**src/rtl/spi_pkg.sv**
```systemverilog
package spi_pkg;
  localparam int ADDR_W = 5;
  localparam int DATA_W = 32;
  localparam int WORD_MAX = 16;

  localparam logic [ADDR_W-1:0] OFS_CTRL  = 5'h00;
  localparam logic [ADDR_W-1:0] OFS_CFG   = 5'h04;
  localparam logic [ADDR_W-1:0] OFS_TX    = 5'h08;
  localparam logic [ADDR_W-1:0] OFS_RX    = 5'h0C;
  localparam logic [ADDR_W-1:0] OFS_CAUSE = 5'h10;
  localparam logic [ADDR_W-1:0] OFS_STAT  = 5'h14;

  localparam int CFG_WIDE = 5;
  localparam int CFG_POL  = 11;
  localparam int CFG_PHA  = 12;

  // place the outgoing word so that its first bit sits at the top
  function automatic logic [WORD_MAX-1:0] tx_align(logic [DATA_W-1:0] w, logic wide);
    return wide ? w[WORD_MAX-1:0] : {w[7:0], 8'h00};
  endfunction

  // index of the final serial clock toggle of a word
  function automatic int unsigned final_toggle(logic wide);
    return wide ? 2 * WORD_MAX - 1 : WORD_MAX - 1;
  endfunction

  // received word as software sees it
  function automatic logic [DATA_W-1:0] rx_view(logic [WORD_MAX-1:0] r, logic wide);
    return wide ? {16'h0000, r} : {24'h000000, r[7:0]};
  endfunction
endpackage

```
**src/rtl/spi_clk_prescaler.sv**
```systemverilog
module spi_clk_prescaler #(
  parameter int DIV_W = 5
) (
  input  logic             clk,
  input  logic             rst_n,
  input  logic             run,
  input  logic [DIV_W-1:0] div,
  output logic             tick
);
  logic [DIV_W-1:0] cnt_q;

  assign tick = run && (cnt_q == div);

  always_ff @(posedge clk or negedge rst_n) begin
    if (!rst_n)              cnt_q <= '0;
    else if (!run || tick)   cnt_q <= '0;
    else                     cnt_q <= cnt_q + 1'b1;
  end

  // with a divider above zero, two ticks are never adjacent
  p_tick_gap_r11: assert property (@(posedge clk) disable iff (!rst_n)
    (tick && div != '0) |=> (!tick || div == '0));
endmodule

```
**src/rtl/spi_word_shifter.sv**
```systemverilog
module spi_word_shifter
  import spi_pkg::*;
#(
  parameter int EDGE_W = 5
) (
  input  logic                clk,
  input  logic                rst_n,
  input  logic                start,
  input  logic [WORD_MAX-1:0] tx_word,
  input  logic                wide,
  input  logic                cpol,
  input  logic                cpha,
  input  logic                tick,
  input  logic                miso,
  output logic                busy,
  output logic                sclk_q,
  output logic                mosi,
  output logic [WORD_MAX-1:0] rx_word,
  output logic                done
);
  logic                busy_q, wide_q, cpol_q, cpha_q;
  logic [WORD_MAX-1:0] tx_q, rx_q;
  logic [EDGE_W-1:0]   edge_q;
  logic                leading, sample_now, shift_now;

  assign leading    = ~edge_q[0];
  assign sample_now = tick && (cpha_q ? !leading : leading);
  assign shift_now  = tick && (cpha_q ? (leading && edge_q != '0) : !leading);
  assign done       = tick && (edge_q == EDGE_W'(final_toggle(wide_q)));

  always_ff @(posedge clk or negedge rst_n) begin
    if (!rst_n) begin
      busy_q <= 1'b0;
      wide_q <= 1'b0;
      cpol_q <= 1'b0;
      cpha_q <= 1'b0;
      sclk_q <= 1'b0;
      tx_q   <= '0;
      rx_q   <= '0;
      edge_q <= '0;
    end else if (start) begin
      busy_q <= 1'b1;
      wide_q <= wide;
      cpol_q <= cpol;
      cpha_q <= cpha;
      sclk_q <= cpol;
      tx_q   <= tx_word;
      rx_q   <= '0;
      edge_q <= '0;
    end else if (tick) begin
      sclk_q <= ~sclk_q;
      edge_q <= edge_q + 1'b1;
      if (shift_now)  tx_q <= {tx_q[WORD_MAX-2:0], 1'b0};
      if (sample_now) rx_q <= {rx_q[WORD_MAX-2:0], miso};
      if (done)       busy_q <= 1'b0;
    end
  end

  assign busy    = busy_q;
  assign mosi    = busy_q & tx_q[WORD_MAX-1];
  assign rx_word = rx_q;

  // an even number of toggles brings the clock back to its rest level
  p_sclk_home_r4: assert property (@(posedge clk) disable iff (!rst_n)
    done |=> (sclk_q == cpol_q));
  // between edges the data line holds still
  p_mosi_quiet_r5: assert property (@(posedge clk) disable iff (!rst_n)
    (busy_q && $past(busy_q) && !$past(tick) && !$past(start)) |-> $stable(mosi));
  // a word ends only through its final toggle
  p_busy_end_r8: assert property (@(posedge clk) disable iff (!rst_n)
    $fell(busy_q) |-> $past(done));
endmodule

```
**src/rtl/spi_regs.sv**
```systemverilog
module spi_regs
  import spi_pkg::*;
(
  input  logic                clk,
  input  logic                rst_n,
  input  logic                bus_en,
  input  logic                bus_we,
  input  logic [ADDR_W-1:0]   bus_addr,
  input  logic [DATA_W-1:0]   bus_wdata,
  input  logic                busy,
  input  logic                done,
  input  logic [WORD_MAX-1:0] rx_word,
  output logic [DATA_W-1:0]   bus_rdata,
  output logic                cs_on,
  output logic [DATA_W-1:0]   cfg_q,
  output logic                tx_req
);
  logic wr, cause_q, clr_hit;

  assign wr      = bus_en && bus_we;
  assign tx_req  = wr && (bus_addr == OFS_TX);
  assign clr_hit = wr && (bus_addr == OFS_CAUSE) && (bus_wdata == '0);

  always_ff @(posedge clk or negedge rst_n) begin
    if (!rst_n) begin
      cs_on   <= 1'b0;
      cfg_q   <= '0;
      cause_q <= 1'b0;
    end else begin
      if (wr && bus_addr == OFS_CTRL) cs_on <= bus_wdata[0];
      if (wr && bus_addr == OFS_CFG)  cfg_q <= bus_wdata;
      if (done)         cause_q <= 1'b1;
      else if (clr_hit) cause_q <= 1'b0;
    end
  end

  always_comb begin
    unique case (bus_addr)
      OFS_CTRL:  bus_rdata = {{(DATA_W-1){1'b0}}, cs_on};
      OFS_CFG:   bus_rdata = cfg_q;
      OFS_RX:    bus_rdata = rx_view(rx_word, cfg_q[CFG_WIDE]);
      OFS_CAUSE: bus_rdata = {{(DATA_W-1){1'b0}}, cause_q};
      OFS_STAT:  bus_rdata = {{(DATA_W-1){1'b0}}, busy};
      default:   bus_rdata = '0;
    endcase
  end

  // completion is recorded on the next edge
  p_cause_set_r8: assert property (@(posedge clk) disable iff (!rst_n)
    done |=> cause_q);
  // only a zero write removes the flag
  p_cause_hold_r8: assert property (@(posedge clk) disable iff (!rst_n)
    (cause_q && !clr_hit) |=> cause_q);
endmodule

```
**src/rtl/spi_reg_master.sv**
```systemverilog
module spi_reg_master
  import spi_pkg::*;
#(
  parameter int DIV_W = 5
) (
  input  logic              clk,
  input  logic              rst_n,
  input  logic              bus_en,
  input  logic              bus_we,
  input  logic [ADDR_W-1:0] bus_addr,
  input  logic [DATA_W-1:0] bus_wdata,
  output logic [DATA_W-1:0] bus_rdata,
  output logic              spi_sclk,
  output logic              spi_mosi,
  input  logic              spi_miso,
  output logic              spi_cs_n
);
  localparam int EDGE_W = $clog2(2 * WORD_MAX);

  logic                busy, done, tick, sclk_q, cs_on, tx_req, start;
  logic [DATA_W-1:0]   cfg_q;
  logic [WORD_MAX-1:0] rx_word;

  spi_regs u_regs (
    .clk(clk), .rst_n(rst_n), .bus_en(bus_en), .bus_we(bus_we),
    .bus_addr(bus_addr), .bus_wdata(bus_wdata), .busy(busy), .done(done),
    .rx_word(rx_word), .bus_rdata(bus_rdata), .cs_on(cs_on),
    .cfg_q(cfg_q), .tx_req(tx_req)
  );

  // a request during a word is dropped here
  assign start = tx_req && !busy;

  spi_clk_prescaler #(.DIV_W(DIV_W)) u_div (
    .clk(clk), .rst_n(rst_n), .run(busy),
    .div(cfg_q[DIV_W-1:0]), .tick(tick)
  );

  spi_word_shifter #(.EDGE_W(EDGE_W)) u_shift (
    .clk(clk), .rst_n(rst_n), .start(start),
    .tx_word(tx_align(bus_wdata, cfg_q[CFG_WIDE])),
    .wide(cfg_q[CFG_WIDE]), .cpol(cfg_q[CFG_POL]), .cpha(cfg_q[CFG_PHA]),
    .tick(tick), .miso(spi_miso), .busy(busy), .sclk_q(sclk_q),
    .mosi(spi_mosi), .rx_word(rx_word), .done(done)
  );

  assign spi_sclk = busy ? sclk_q : cfg_q[CFG_POL];
  assign spi_cs_n = ~cs_on;

  // chip select pin follows the written control bit
  p_cs_follow_r2: assert property (@(posedge clk) disable iff (!rst_n)
    (bus_en && bus_we && bus_addr == OFS_CTRL) |=> (spi_cs_n == !$past(bus_wdata[0])));
endmodule

```
**config.mk**
```make
export PLATFORM = sky130hd
export DESIGN_NAME = spi_reg_master
export DESIGN_NICKNAME = d
export VERILOG_FILES = /design/src/rtl/spi_pkg.sv /design/src/rtl/spi_clk_prescaler.sv /design/src/rtl/spi_word_shifter.sv /design/src/rtl/spi_regs.sv /design/src/rtl/spi_reg_master.sv
export SDC_FILE = /design/constraint.sdc
export NUM_CORES = 1
export LEC_CHECK = 0
export BUFFER_PORTS_ARGS = -buffer_cell sky130_fd_sc_hd__buf_2
export CAP_MARGIN = 20
export CORE_UTILIZATION = 50
export CTS_CLUSTER_SIZE = 14
export DETAILED_ROUTE_END_ITERATION = 6
export PLACE_DENSITY = 0.73
export SYNTH_ARGS = -nofsm -noshare
export SYNTH_HDL_FRONTEND = slang
export SYNTH_SLANG_ARGS = --single-unit
```
**constraint.sdc**
```tcl
create_clock -name clk -period 2.34 [get_ports clk]
set_clock_uncertainty 0.2 [all_clocks]
set_input_delay 0.234 -clock clk [delete_from_list [all_inputs] [get_ports clk]]
set_output_delay 0.234 -clock clk [all_outputs]
set_load 0.02 [all_outputs]
```
==> results of run 1 <==
[state kept, by name (all words and copies together), names as in the netlist]
name             cells
u_div.cnt_q          5
u_regs.cfg_q        32
u_shift.edge_q       5
u_shift.busy         1
u_shift.cpha_q       1
u_shift.tx_q        16
u_shift.rx_word     16
u_shift.wide_q       1
u_regs.cause_q       1
u_regs.cs_on         1
u_shift.sclk_q       1
[final cells by class]
class / instances / area, sq um / area share (%)
multi-input cells: 250 / 1842 / 36.34
flip-flops and latches: 80 / 2002 / 39.50
repair buffers: 123 / 865.8 / 17.08
well taps: 102 / 127.6 / 2.518
inverters: 5 / 18.77 / 0.3703
clock buffers: 11 / 131.4 / 2.592
clock inverters: 5 / 81.33 / 1.605
[stage by stage]
stage	instances	area, sq um	worst slack (ns)	hold WS, ns
2_1_floorplan	356	3944	0.1781	-0.2616
3_3_place_gp	528	4526	0.1487	0.01570
3_5_place_dp	528	4526	0.1356	0.01551
4_1_cts	576	5059	0.09646	0.0001216
5_1_grt	576	5069	0.03019	0.02941
6_report	576	5069	0.1485	0.004589
[cell usage after synthesis, types with 3 or more instances]
cell type,instances,area share [%]
dfrtp_1,80,51
nand2_1,37,3.5
mux2_2,35,10
mux2i_1,34,8.6
o21ai_0,26,3.3
and2_1,19,3.0
a22o_1,15,3.3
nand3_1,14,1.8
clkbuf_1,12,1.1
nor2_1,12,1.1
nor4_1,8,1.3
xnor2_1,7,1.6
buf_2,6,0.76
nor3_1,6,0.76
xor2_1,6,1.3
inv_1,4,0.38
a21oi_1,3,0.38
ha_1,3,0.95
[critical path: stages, from the launching register on]
cell,delay [ns]
dfrtp_1,0.40
xor2_1,0.19
or3_1,0.52
nor3_4,0.25
buf_12,0.19
mux2i_1,0.19
o21ai_0,0.11
[repair_timing]
item | 4_1_cts | 5_1_grt
hold buffers | 32 | 0
endpoints found under the setup margin | 0 | 2
buffers inserted | 0 | 0
hold endpoints to repair | 65 | 0
resized for setup | 0 | 2
[layer usage]
layer	part of all wire [%]	track usage (%)	up-vias
li1	-	-	1483
met1	45	32.26	1523
met2	49	42.61	68
met3	4.0	3.872	11
met4	1.4	8.466	0
met5	0	0	-
[where the power goes]
group	internal, mW	switching, mW
sequential	1.74	0.297
combinational	0.622	0.678
clock	0.602	0.497
total	2.96	1.47
[cell families after synthesis]
kind of cell | after synthesis | synth area share [%]
AO/OA/AOI/OAI | 49 | 7.836
XOR/XNOR | 13 | 2.887
adder cells (fa/ha/maj) | 3 | 0.9519
buffers and inverters | 26 | 3.140
flip-flops | 80 | 50.76
multiplexers | 69 | 18.62
AND/OR/NAND/NOR | 116 | 15.80
[worst paths after layout]
check / start / to / slack (ns) / cells past startpoint
setup / recovery: u_regs.cfg_q[3] / u_shift.tx_q[4] / 0.15 / 6
hold / removal: bus_wdata[3] / u_shift.tx_q[3] / 0.005 / 3
setup reg to reg: u_regs.cfg_q[3] / u_shift.tx_q[4] / 0.15 / 6
hold reg to reg: u_regs.cause_q / u_regs.cause_q / 0.29 / 1
max in group asynchronous: rst_n / u_shift.edge_q[0] / 1.16 / 3
min in group asynchronous: rst_n / u_regs.cfg_q[27] / 0.17 / 2
==> results by group, run 1 <==
Outcome
  • Status: complete, no violations

Yosys
  • Post-Syn Area: 3944 sq um
  • Fraction of registers with async set/reset: 100.0%
  • Mapped Cells: 356
  • Number of synthesized flops with an enable pin: 0
  • Syn Area/Cell: 11.08 sq um
  • Seq/Total Area, Yosys: 50.76%
  • Yosys warnings: 0
  • Yosys reg bits: 80
  • Yosys cell types: 40
  • Syn nets: 401
  • Synth Flop Type: dfrtp_1

STA
  • Slew Limit Fails: 0
  • RSZ-0062 raised after global routing: no
  • Final Hold Fails: 0
  • Worst slew margin: 69.75%
  • Actual slew at the worst max-slew pin: 0.4538 ns
  • Final worst path period need: 2.192 ns
  • Setup Viol. Count Final: 0
  • Period utilization: 93.65%
  • Setup TNS: 0 ns
  • Fmax: 456.3 MHz

Critical path
  • CP Capture Type: register
  • Setup Crit Path Kind: register to register
  • Critical path startpoint category: register
  • Crit path max fanout: 16
  • CP Data Required Time: 2.35 ns
  • Critical Path AT: 2.20 ns

Global routing
  • Congestion Overflow GR: 0
  • First-pass GRT wire length: 16.01 mm
  • Vias in the first global route: 3164
  • GRT Total Usage: 24.91%
  • Initial antenna violation count: 0
  • Largest net degree at the start of global routing: 48

Cells and area
  • Final net count: 514
  • Commonest cells after routing, fill and taps aside: dfrtp_1, buf_2, nand2_1
  • Commonest non-fill, non-tap cell in the layout: dfrtp_1
  • Area Growth Syn to Fin: 28.52%
  • # fillers: 615
  • Share of layout cells above drive strength 1: 31.22%
  • Diode count: 0
  • Final core utilization: 65.93%

Placement
  • DP HPWL: 6.681 mm
  • I/O Buffers: 76
  • Placer Congestion: 0.8307

Detailed routing
  • Via count: 3085
  • Routed wire length: 9.498 mm
  • DRC errors left: 0
  • Drt pass-1 iters: 4
  • Wirelength per Cell: 16.49 um
  • Iteration-0 DRC Markers: 184
  • ANT nets after route: 0
  • Mean number of vias per cell: 5.356

Power and ir drop
  • Static Leak: 2.356 nW
  • Maximum VDD drop: 0.5371 mV
  • P per Cell Area: 874.5 nW/um^2
  • Total chip power: 4.433 mW

Die
  • Num ports: 77
  • Chip Width: 90.81 um
  • Initial core utilization: 51.30%
  • Die Span Y: 90.81 um
  • Core Box Area: 7687 sq um
  • Die ar.: 8246 sq um
  • Num rows: 32

Clock network
  • Clock transition at path regs: 0.08 ns
  • Root buf cell: clkbuf_8
  • Clk_lat worst skew: 0.35 ns
  • Max Root-Sink Buffers: 2
  • CTS tree: built
  • Clock Sinks: 80
  • CTS H-tree lvls: 3
  • Total CTS buffers: 9

Job
  • Max Cap Viol: 0

Min path
  • Hold Path Class: primary input to register
(Power assumes the default switching activity.)
==> run 2, diff against run 1 <==
--- a/config.mk
+++ b/config.mk
@@ -10,7 +10,9 @@
 export CORE_UTILIZATION = 50
 export CTS_CLUSTER_SIZE = 14
 export DETAILED_ROUTE_END_ITERATION = 6
+export GPL_ROUTABILITY_DRIVEN = 0
 export PLACE_DENSITY = 0.73
+export RECOVER_POWER = 50
 export SYNTH_ARGS = -nofsm -noshare
 export SYNTH_HDL_FRONTEND = slang
 export SYNTH_SLANG_ARGS = --single-unit
==> results by group, run 2 (synthesis gave the netlist of run 1 again) <==
Detailed routing
  • ANT nets after route: 0 (unchanged)
  • Routed wire length: 9.476 mm (-0.23%)
  • Via count: 3103 (+0.58%)
  • Wirelength per Cell: 16.45 um (-0.23%)
  • Iteration-0 DRC Markers: 198 (+7.6%)
  • Drt pass-1 iters: 4 (unchanged)
  • DRC errors left: 0 (unchanged)
  • Mean number of vias per cell: 5.387 (+0.58%)

Min path
  • Hold Path Class: primary input to register

STA
  • Setup Viol. Count Final: 0 (unchanged)
  • Hold WS: 0.0001215 ns (-0.004467 ns)
  • Fmax: 455.8 MHz (-0.11%)
  • Slew Limit Fails: 0 (unchanged)
  • Actual slew at the worst max-slew pin: 0.8434 ns (+0.3896 ns)
  • Period utilization: 93.76% (+0.10 points)
  • Final worst path period need: 2.194 ns (+0.002381 ns)
  • Setup TNS: 0 ns (unchanged)
  • RSZ-0062 raised after global routing: no
  • Worst slew margin: 43.77% (-26 points)
  • Final Hold Fails: 0 (unchanged)

Cells and area
  • Top reg by flops: u_regs.cfg_q
  • # fillers: 622 (+1.1%)
  • Final net count: 514 (unchanged)
  • Register area: 2002 sq um (unchanged)
  • Diode count: 0 (unchanged)
  • Area of the multi-input gates: 1837 sq um (-0.27%)
  • Commonest cells after routing, fill and taps aside: dfrtp_1, buf_2, nand2_1
  • Largest register FFs: 32 (unchanged)
  • Final cell count without fillers: 576 (unchanged)
  • Commonest non-fill, non-tap cell in the layout: dfrtp_1
  • Share of layout cells above drive strength 1: 30.17% (-1.1 points)
  • Area Growth Syn to Fin: 27.76%

Power and ir drop
  • P per Cell Area: 878.4 nW/um^2 (+0.45%)
  • Total chip power: 4.426 mW (-0.15%)
  • Static Leak: 2.335 nW (-0.88%)
  • Maximum VDD drop: 0.5358 mV (-0.23%)

Global routing
  • Met2 usage: 42.61% (unchanged)
  • Largest net degree at the start of global routing: 48 (unchanged)
  • Met1 usage: 32.26% (unchanged)
  • Congestion Overflow GR: 0 (unchanged)
  • Initial antenna violation count: 0 (unchanged)
  • First-pass GRT wire length: 16.01 mm (unchanged)
  • GRT Total Usage: 24.91% (unchanged)
  • Vias in the first global route: 3164 (unchanged)
  • Top Usage Layer GRT: met2
  • Met3 capacity usage during global routing: 3.872% (unchanged)

Die
  • Chip Width: 90.81 um (unchanged)
  • Num ports: 77 (unchanged)
  • Initial core utilization: 51.30% (unchanged)
  • Core Box Area: 7687 sq um (unchanged)
  • Num rows: 32 (unchanged)
  • Die Span Y: 90.81 um (unchanged)
  • Die ar.: 8246 sq um (unchanged)

Job
  • Max Cap Viol: 0 (unchanged)

Critical path
  • Critical path startpoint category: register
  • Critical Path AT: 2.21 ns (about the same)
  • CP max-delay cell: or3_1
  • Setup Crit Path Kind: register to register
  • CP Data Required Time: 2.36 ns (about the same)
  • CP Capture Type: register
  • CP max stage delay: 0.52 ns (about the same)
  • CP Cell Sequence: xor2_1 > or3_1 > nor3_4 > buf_12 > mux2i_1 > o21ai_0
  • Crit path max fanout: 16 (unchanged)

Placement
  • Inst Count DP: 528 (unchanged)
  • I/O Buffers: 76 (unchanged)
  • DP HPWL: 6.681 mm (unchanged)

Clock network
  • CTS H-tree lvls: 3 (unchanged)
  • CTS tree: built
  • Clock Sinks: 80 (unchanged)
  • Clk_lat worst skew: 0.35 ns (about the same)
  • Setup Fix Bufs, Post-CTS: 0 (unchanged)
  • Max Root-Sink Buffers: 2 (unchanged)
  • Root buf cell: clkbuf_8
  • Total CTS buffers: 9 (unchanged)
  • Clock transition at path regs: 0.08 ns (about the same)

Outcome
  • Status: complete, no violations
run 2: final timing paths:
| path | startpoint | end | slack, ns | cells after the start |
|---|---|---|---|---|
| max | u_regs.cfg_q[3] | u_shift.tx_q[4] | 0.15 | 6 |
| min | bus_wdata[3] | u_shift.tx_q[3] | 0.0001 | 3 |
| max reg2reg | u_regs.cfg_q[3] | u_shift.tx_q[4] | 0.15 | 6 |
| min reg2reg | u_regs.cause_q | u_regs.cause_q | 0.29 | 1 |
| max in group asynchronous | rst_n | u_shift.edge_q[0] | 0.41 | 3 |
| min in group asynchronous | rst_n | u_regs.cfg_q[27] | 0.31 | 2 |
run 2: what timing repair did:
item,CTS,global route
endpoints found under the setup margin,0,2
resized for setup,0,2
hold buffers,32,0
hold endpoints to repair,65,0
run 2: worst max-delay path, delay by kind of cell (launching register included):
| kind | cells | cell delay, ns |
|---|---|---|
| AOI/OAI and AO/OA | 1 | 0.11 |
| xor gates and xnor gates | 1 | 0.19 |
| buffers and inverters | 1 | 0.19 |
| DFF | 1 | 0.40 |
| muxes | 1 | 0.19 |
| and+or+nand+nor | 2 | 0.77 |
run 2: area by class of cell:
type                            instances  share of cell area (%)
Clock buffer                           11                   2.607
Clock inverter                          5                   1.614
Inverter                                5                  0.3725
Multi-Input combinational cell        250                   36.45
Sequential cell                        80                   39.73
Tap cell                              102                   2.533
Timing Repair Buffer                  123                   16.69
run 2: metal layers:
metal,vias up,share of wire [%]
li1,1483,-
met5,-,0
met1,1535,45
met4,0,1.4
met3,11,4.0
met2,74,50
run 2: per-stage QoR:
step / utilization (%) / instance area [sq um] / worst slack, ns
2_1_floorplan: - / 3944 / 0.1781
3_3_place_gp: 58.87 / 4526 / 0.1487
3_5_place_dp: 58.87 / 4526 / 0.1356
4_1_cts: 65.80 / 5059 / 0.09646
5_1_grt: 65.54 / 5039 / 0.03019
6_report: 65.54 / 5039 / 0.1461
run 2: where the power goes:
| part | total [mW] | switching, mW | leakage, nW | internal [mW] |
|---|---|---|---|---|
| logic | 1.29 | 0.676 | 1.21 | 0.617 |
| registers | 2.03 | 0.297 | 1.02 | 1.74 |
| clock network | 1.10 | 0.497 | 0.104 | 0.602 |
| total | 4.43 | 1.47 | 2.34 | 2.96 |
